<file path="src/rtl/qe_pkg.sv">
package qe_pkg;
  typedef enum logic [1:0] {
    CNT_HOLD = 2'd0,
    CNT_INC  = 2'd1,
    CNT_DEC  = 2'd2,
    CNT_LOAD = 2'd3
  } cnt_op_e;
endpackage

</file>
<file path="src/rtl/qe_reset_sync.sv">
module qe_reset_sync (
  input  logic clk,
  input  logic rst_n_i,
  output logic rst_n_o
);
  logic [1:0] stage_q;

  always_ff @(posedge clk or negedge rst_n_i) begin
    if (!rst_n_i) stage_q <= 2'b00;
    else          stage_q <= {stage_q[0], 1'b1};
  end

  assign rst_n_o = stage_q[1];
endmodule

</file>
<file path="src/rtl/qe_sync.sv">
module qe_sync #(
  parameter int STAGES = 2
) (
  input  logic clk,
  input  logic rst_n,
  input  logic d_i,
  output logic q_o
);
  logic [STAGES-1:0] chain_q;
  logic [STAGES-1:0] chain_d;

  generate
    if (STAGES == 1) begin : g_single
      assign chain_d = d_i;
    end else begin : g_multi
      assign chain_d = {chain_q[STAGES-2:0], d_i};
    end
  endgenerate

  always_ff @(posedge clk or negedge rst_n) begin
    if (!rst_n) chain_q <= '0;
    else        chain_q <= chain_d;
  end

  assign q_o = chain_q[STAGES-1];
endmodule

</file>
<file path="src/rtl/qe_dir_detect.sv">
module qe_dir_detect
  import qe_pkg::*;
(
  input  logic    clk,
  input  logic    rst_n,
  input  logic    a_s,
  input  logic    b_s,
  input  logic    preset,
  output logic    a_rise_o,
  output logic    dir_o,
  output cnt_op_e op_o
);
  logic a_prev_q;
  logic dir_q;
  logic dir_d;
  logic dir_en;

  assign a_rise_o = a_s & ~a_prev_q;

  // Direction: B low when A rises means counting up.
  always_comb begin
    dir_en = a_rise_o;
    dir_d  = ~b_s;
    if (preset)        op_o = CNT_LOAD;
    else if (!a_rise_o) op_o = CNT_HOLD;
    else if (!b_s)     op_o = CNT_INC;
    else               op_o = CNT_DEC;
  end

  always_ff @(posedge clk or negedge rst_n) begin
    if (!rst_n) a_prev_q <= 1'b0;
    else        a_prev_q <= a_s;
  end

  always_ff @(posedge clk or negedge rst_n) begin
    if (!rst_n)      dir_q <= 1'b0;
    else if (dir_en) dir_q <= dir_d;
  end

  assign dir_o = dir_q;
endmodule

</file>
<file path="src/rtl/qe_pos_counter.sv">
module qe_pos_counter
  import qe_pkg::*;
#(
  parameter int POS_W    = 15,
  parameter int POS_MAX  = 24000,
  parameter int POS_VERT = 12000
) (
  input  logic             clk,
  input  logic             rst_n,
  input  cnt_op_e          op_i,
  output logic [POS_W-1:0] pos_o
);
  localparam logic [POS_W-1:0] MAX_V  = POS_W'(POS_MAX);
  localparam logic [POS_W-1:0] VERT_V = POS_W'(POS_VERT);
  localparam logic [POS_W-1:0] ONE_V  = POS_W'(1);

  logic [POS_W-1:0] pos_q;
  logic [POS_W-1:0] pos_d;
  logic             pos_en;

  always_comb begin
    pos_d  = pos_q;
    pos_en = 1'b0;
    unique case (op_i)
      CNT_LOAD: begin
        pos_d  = VERT_V;
        pos_en = 1'b1;
      end
      CNT_INC: begin
        pos_en = (pos_q != MAX_V);
        pos_d  = pos_q + ONE_V;
      end
      CNT_DEC: begin
        pos_en = (pos_q != '0);
        pos_d  = pos_q - ONE_V;
      end
      default: begin
        pos_d  = pos_q;
        pos_en = 1'b0;
      end
    endcase
  end

  always_ff @(posedge clk or negedge rst_n) begin
    if (!rst_n)      pos_q <= VERT_V;
    else if (pos_en) pos_q <= pos_d;
  end

  assign pos_o = pos_q;
endmodule

</file>
<file path="src/rtl/quad_link_tracker.sv">
module quad_link_tracker
  import qe_pkg::*;
#(
  parameter int POS_W       = 15,
  parameter int POS_MAX     = 24000,
  parameter int POS_VERT    = 12000,
  parameter int DISP_W      = 8,
  parameter int SYNC_STAGES = 2
) (
  input  logic              clk,
  input  logic              rst_n,
  input  logic              chan_a,
  input  logic              chan_b,
  input  logic              preset,
  output logic [DISP_W-1:0] disp_o,
  output logic              dir_o
);
  localparam int NCHAN = 2;

  logic             rst_sync_n;
  logic [NCHAN-1:0] chan_raw;
  logic [NCHAN-1:0] chan_s;
  logic             a_sync;
  logic             b_sync;
  logic             a_rise;
  cnt_op_e          cnt_op;
  logic [POS_W-1:0] pos_q;

  qe_reset_sync u_rst (
    .clk     (clk),
    .rst_n_i (rst_n),
    .rst_n_o (rst_sync_n)
  );

  assign chan_raw = {chan_b, chan_a};

  generate
    for (genvar i = 0; i < NCHAN; i++) begin : g_sync
      qe_sync #(.STAGES(SYNC_STAGES)) u_sync (
        .clk   (clk),
        .rst_n (rst_sync_n),
        .d_i   (chan_raw[i]),
        .q_o   (chan_s[i])
      );
    end
  endgenerate

  assign a_sync = chan_s[0];
  assign b_sync = chan_s[1];

  qe_dir_detect u_dir (
    .clk      (clk),
    .rst_n    (rst_sync_n),
    .a_s      (a_sync),
    .b_s      (b_sync),
    .preset   (preset),
    .a_rise_o (a_rise),
    .dir_o    (dir_o),
    .op_o     (cnt_op)
  );

  qe_pos_counter #(
    .POS_W    (POS_W),
    .POS_MAX  (POS_MAX),
    .POS_VERT (POS_VERT)
  ) u_cnt (
    .clk   (clk),
    .rst_n (rst_sync_n),
    .op_i  (cnt_op),
    .pos_o (pos_q)
  );

  assign disp_o = pos_q[POS_W-1 -: DISP_W];
endmodule

</file>
<file path="config.mk">
export PLATFORM = sky130hd
export DESIGN_NAME = quad_link_tracker
export DESIGN_NICKNAME = d
export VERILOG_FILES = /design/src/rtl/qe_pkg.sv /design/src/rtl/qe_reset_sync.sv /design/src/rtl/qe_sync.sv /design/src/rtl/qe_dir_detect.sv /design/src/rtl/qe_pos_counter.sv /design/src/rtl/quad_link_tracker.sv
export SDC_FILE = /design/constraint.sdc
export NUM_CORES = 1
export LEC_CHECK = 0
export ABC_AREA = 0
export BUFFER_PORTS_ARGS = -buffer_cell sky130_fd_sc_hd__buf_2
export CORE_ASPECT_RATIO = 0.8
export CORE_MARGIN = 2
export CORE_UTILIZATION = 25
export CTS_CLUSTER_DIAMETER = 60
export DETAILED_ROUTE_END_ITERATION = 8
export GPL_ROUTABILITY_DRIVEN = 0
export SYNTH_ARGS = -nofsm -noshare
export SYNTH_HDL_FRONTEND = slang
export SYNTH_HIERARCHICAL = 1
export SYNTH_SLANG_ARGS = --single-unit
</file>
<file path="constraint.sdc">
create_clock -name clk -period 1.42 [get_ports clk]
set_clock_uncertainty 0.2 [all_clocks]
set_input_delay 0.284 -clock clk [delete_from_list [all_inputs] [get_ports clk]]
set_output_delay 0.284 -clock clk [all_outputs]
set_load 0.005 [all_outputs]
</file>
**Yosys cells after proc, flatten, opt, wreduce, memory -nomap -nowiden**

Index checks and enable logic that the tools add are counted.

- Reduce and logical (&&, ||, !) cells: 3
- Muxes and demuxes: 5
- Bitwise operators: 3
- $add $sub $neg: 2
- Eq/ne operators: 4

Operators by type and width:

| operator | count |
|---|---|
| one-hot mux 15 bit (3 select lines) | 1 |
| adder 15 x 1 -> 15 bit (second input constant) | 1 |
| != test 15 bit (second input constant) | 1 |
| nonzero test 15 bit | 1 |
| subtractor 15 x 1 -> 15 bit (second input constant) | 1 |
| 2-to-1 mux 2 bit | 3 |
| == test 2 bit (second input constant) | 2 |
| one-hot mux 1 bit (3 select lines) | 1 |
| nonzero test 3 bit | 1 |
| == test 2 x 1 -> 1 bit (second input constant) | 1 |
| inverter 1 bit | 2 |
| AND reduction 2 bit | 1 |
| bitwise AND 1 bit | 1 |

- Logic and storage cells: 23
- Output and inout port bits: 9
- Register bits: 23

**Depth between registers and ports, before layout**

- Depth in word-level cells: 7
- Gate-level depth with buffers: 16
- Mapped depth without buffers: 13

**By module**

The synthesis kept the hierarchy.

Modules (own cells, without submodules):

| module | area each (um^2) | sequential area each (um^2) | cells each | times used |
|---|---|---|---|---|
| qe_pos_counter | 1724.2 | 384.1 | 224 | 1 |
| qe_sync | 50.0 | 50.0 | 2 | 2 |
| qe_dir_detect | 96.3 | 50.0 | 8 | 1 |
| qe_reset_sync | 53.8 | 50.0 | 3 | 1 |

**Least setup slack after synthesis**

OpenSTA, ideal clock, no wires.

- Path type: register to register
- Start point: register g_sync[0].u_sync.chain_q[1]
- End point: register u_cnt.pos_q[8], in the netlist u_cnt/pos_o[8]
- Data required time: 1.086 ns
- Cell stages (with the launch flop): 17
- Library setup time: 0.134 ns
- Data arrival time: 3.275 ns
- Clock period less this slack: 3.609 ns
- Path buffers: 3
- Path slack: -2.189 ns
- Cells stage by stage: dfrtp_1 > nand2b_4 > o21bai_1 > inv_1 > ha_1 > clkbuf_1 > clkbuf_1 > buf_1 > xor2_1 > ha_1 > nor4bb_1 > a21oi_1 > and2_1 > o31ai_1 > o21ai_0 > nand4_1 > o211ai_1

- Word-level cells in the longest chain between the ends: 6
- Elaborated cells on any way between the ends: 10

RTL lines:

| element | RTL line | text |
|---|---|---|
| start, declared | qe_sync.sv:9 | `logic [STAGES-1:0] chain_q;` |
| start signal, assigned | qe_sync.sv:22 | `else chain_q <= chain_d;` |
| bitwise AND 1 bit (*) | qe_dir_detect.sv:18 | `assign a_rise_o = a_s & ~a_prev_q;` |
| 2-to-1 mux 2 bit (*) | qe_dir_detect.sv:25 | `else if (!a_rise_o) op_o = CNT_HOLD;` |
| 2-to-1 mux 2 bit (*) | qe_dir_detect.sv:24 | `if (preset) op_o = CNT_LOAD;` |
| via cnt_op[0] | quad_link_tracker.sv:26 | `cnt_op_e cnt_op;` |
| == test 2 bit or == test 2 x 1 -> 1 bit (tied branches) | qe_pos_counter.sv:24 | `unique case (op_i)` |
| one-hot mux 1 bit (3 select lines) or nonzero test 3 bit (tied branches) | - |  |
| AND reduction 2 bit (no source line) | - |  |
| end signal, assigned | qe_pos_counter.sv:46 | `else if (pos_en) pos_q <= pos_d;` |
| end, declared | qe_pos_counter.sv:17 | `logic [POS_W-1:0] pos_q;` |

The timed path passes the listed nets; every way through them passes the cells marked *.
A chain may end at the register's enable or synchronous reset.

**Worst setup path after layout**

- Start point: register g_sync[0].u_sync.chain_q[1]
- End point: register u_cnt.pos_q[10], in the netlist u_cnt/pos_o[10]

- Word-level cells in the longest chain between the ends: 6
- Elaborated cells on any way between the ends: 10

RTL lines:

| element | RTL line | text |
|---|---|---|
| bitwise AND 1 bit (*) | qe_dir_detect.sv:18 |  |
| via a_rise | quad_link_tracker.sv:25 | `logic a_rise;` |
| 2-to-1 mux 2 bit (*) | qe_dir_detect.sv:25 |  |
| 2-to-1 mux 2 bit (*) | qe_dir_detect.sv:24 |  |
| via cnt_op[1] | quad_link_tracker.sv:26 |  |
| == test 2 bit or == test 2 x 1 -> 1 bit (tied branches) | qe_pos_counter.sv:24 |  |
| one-hot mux 1 bit (3 select lines) or nonzero test 3 bit (tied branches) | - |  |
| AND reduction 2 bit (no source line) | - |  |

Marked as above.

==> results.sh <==
export IMPL_rsz0062_at_grt="true"
export IMPL_ir_drop_mv=0.876
export IMPL_die_x_um=103
export IMPL_dp_hpwl_um=4640
export IMPL_power_internal_mw=2.80
export IMPL_status="finished, violations left"
export IMPL_cts_tree="built"
export IMPL_fmax_ghz=0.354
export IMPL_worstPathCellList="nand2b_4 -> inv_2 -> a21o_1 -> ha_4 -> xor2_1 -> ha_2 -> and3b_1 -> o21ai_2 -> a211oi_2 -> buf_4 -> o21a_1 -> o22ai_2 -> mux2i_1 -> nor2_1"
export IMPL_grt_pass1_wl_um=10300
export IMPL_first_global_vias=2028
export IMPL_critPathBufInv=2
export IMPL_cap_violations=0
export IMPL_io_pins=14
export IMPL_start_util_pct=26.2
export IMPL_yosys_warnings=6
export IMPL_synth_fp_nets=252
export IMPL_io_buffers=13
export IMPL_core_sq_um=7530
export IMPL_maxSlewViolCount=0
export IMPL_first_iter_violations=164
export IMPL_globalRouteTotalUtil_pct=15.0
export IMPL_critPathMaxFanout=8
export IMPL_antenna_cells=0
export IMPL_cp_slowest_cell="dfrtp_1"
export IMPL_drc=0
export IMPL_syn_inst=239
export IMPL_end_kind="flop"
export IMPL_dpl_worst_slack_ps=-1450
export IMPL_arrival_ps=2840
export IMPL_vias=2177
export IMPL_die_area_sq_um=8630
export IMPL_synthArstFlopShare_pct=100
export IMPL_crit_type="flop to flop"
export IMPL_drtAntennaViolNets=0
export IMPL_core_rowCount=28
export IMPL_syn_area_sq_um=1970
export IMPL_synth_edff_count=0
export IMPL_synth_top_cell_area_share_pct=20.3
export IMPL_layout_common_cells="buf_4, buf_6, nand2_1"
export IMPL_fin_crit_ps=2830
export IMPL_pwr_share_seq_pct=22.6
export IMPL_cts_made_buffers=3
export IMPL_yosys_most_used_dff="dfrtp_1"
export IMPL_place_area_sq_um=2710
export IMPL_grt_overflow_total=0
export IMPL_hp_class="input port to async pin"
export IMPL_total_leakage_power_nw=1.35
export IMPL_htreeDepth=1
export IMPL_yosys_area_top_type="dfrtp_1"
export IMPL_combPwrFrac_pct=67.8
export IMPL_avgSynthCellArea_sq_um=8.26
export IMPL_synth_cell_types=57
export IMPL_switching_share_pct=41.5
export IMPL_powerDensity_nw_per_um2=1550
export IMPL_worst_slack_ps=-1410
export IMPL_cts_clk_slew_worst_paths_ps=90
export IMPL_antenna_found_initial=0
export IMPL_p_sw_mw=1.99
export IMPL_setup_viol=22
export IMPL_period_share_pct=199
export IMPL_wl_um=6440
export IMPL_synth_seq_cells=23
export IMPL_crit_path_max_incr_delay_ps=420
export IMPL_worstSkewPairLatency_ps=280
export IMPL_failed_checks="setup timing"
export IMPL_viasPerCell=5.13
export IMPL_cts_sinks=23
export IMPL_p_clk_share_pct=9.6
export IMPL_seq_area_frac_synth_pct=29.6
export IMPL_finalHoldViolCount=0
export IMPL_root_buffer="clkbuf_8"
export IMPL_drive_above_1_share_pct=46.1
export IMPL_worst_setup_path_start_kind="flop"
export IMPL_wl_per_cell_um=15.2
export IMPL_netlist_top_cells_area="dfrtp_1, dfstp_2, ha_1"
export IMPL_path_delay_family="compound AO/OA/AOI/OAI gates"
export IMPL_grt_max_degree=19
export IMPL_nNetsFinal=333
export IMPL_die_h_um=83.5
export IMPL_area_growth_pct=56.7
export IMPL_design_area_sq_um=3090
export IMPL_clockBufferDepth=2
export IMPL_final_common_cell="buf_4"
export IMPL_dr_pass1_iters=4
export IMPL_worstPathRequired_ps=1440
==> state kept, by name, indices dropped and copies added, names as in the netlist <==
| name | count |
|---|---|
| u_dir/a_prev_q | 1 |
| u_cnt/pos_o | 15 |
| u_rst/stage_q | 2 |
| g_sync.u_sync/chain_q | 4 |
| u_dir/dir_o | 1 |
==> metal layers <==
metal  global-route usage [%]  wire (um)  vias up
li1                         -          -     1050
met1                     22.6       3030     1050
met2                     21.7       2920       71
met3                     3.52        438        6
met4                     2.51         49        0
met5                        0          0        -
==> cell usage after synthesis, drive strengths merged (4+ instances only) <==
master	count
nand2	20
nor2	18
dfrtp	16
clkbuf	14
o21ai	13
a21oi	11
inv	10
nand2b	10
ha	8
a21o	7
dfstp	7
buf	6
mux2i	6
a31oi	5
nand3	5
nand4	5
o22ai	5
and3	4
nand4b	4
nor3	4
o31a	4
or3	4
==> path summary, 6_finish.rpt <==
check / from / to / slack [ps] / cells past startpoint
hold / removal: rst_n / u_rst/stage_q[1] / 110 / 2
setup / recovery: g_sync[0].u_sync/chain_q[1] / u_cnt/pos_o[10] / -1410 / 14
max in group asynchronous: u_rst/stage_q[1] / u_cnt/pos_o[0] / 160 / 1
hold reg to reg: u_rst/stage_q[0] / u_rst/stage_q[1] / 160 / 0
min in group clk: u_rst/stage_q[0] / u_rst/stage_q[1] / 160 / 0
setup reg to reg: g_sync[0].u_sync/chain_q[1] / u_cnt/pos_o[10] / -1410 / 14
==> cells by family after synthesis <==
kind of cell / count (synthesis) / synth area share [%]
buffers and inverters: 30 / 6.15
xor gates and xnor gates: 5 / 2.22
and+or+nand+nor: 89 / 24.7
other: 1 / 0.190
AOI/OAI and AO/OA: 77 / 29.0
DFF: 23 / 29.6
adders and majority gates: 8 / 5.07
muxes: 6 / 3.04
==> what timing repair did <==
action,4_1_cts,5_1_grt
setup endpoints to repair,23,23
pin swaps,19,8
endpoints found under the hold margin,7,0
hold buffers,4,0
resized for setup,37,18
buffers inserted,4,6
==> power groups by stage <==
stage               Clock (mW)  Sequential (mW)  Combinational, mW
finish                   0.459             1.08               3.24
global route             0.515             1.11               3.50
CTS                      0.491             1.07               3.08
detailed placement           0             1.06               2.68
global placement             0             1.06               2.65
floorplan                    0             1.13               1.45
==> through the flow <==
stage          cells  util (%)  power (mW)  setup TNS, ps  hold slack, ps
2_1_floorplan    239         -        2.57         -19430            -212
3_3_place_gp     408      36.0        3.71         -18880            -132
3_5_place_dp     408      36.0        3.74         -19380            -130
4_1_cts          419      39.7        4.64         -19650            95.7
5_1_grt          424      41.1        5.12         -22440             101
6_report         424      41.1        4.78         -20130             109
==> layout make-up <==
type                            instances  area (sq um)
Clock inverter                          1          7.51
Tap cell                              105           131
Fill cell                             738          4440
Sequential cell                        23           584
Multi-Input combinational cell        186          1460
Timing Repair Buffer                   96           833
Inverter                               10          37.5
Clock buffer                            3          41.3
(Power assumes the default switching activity.)
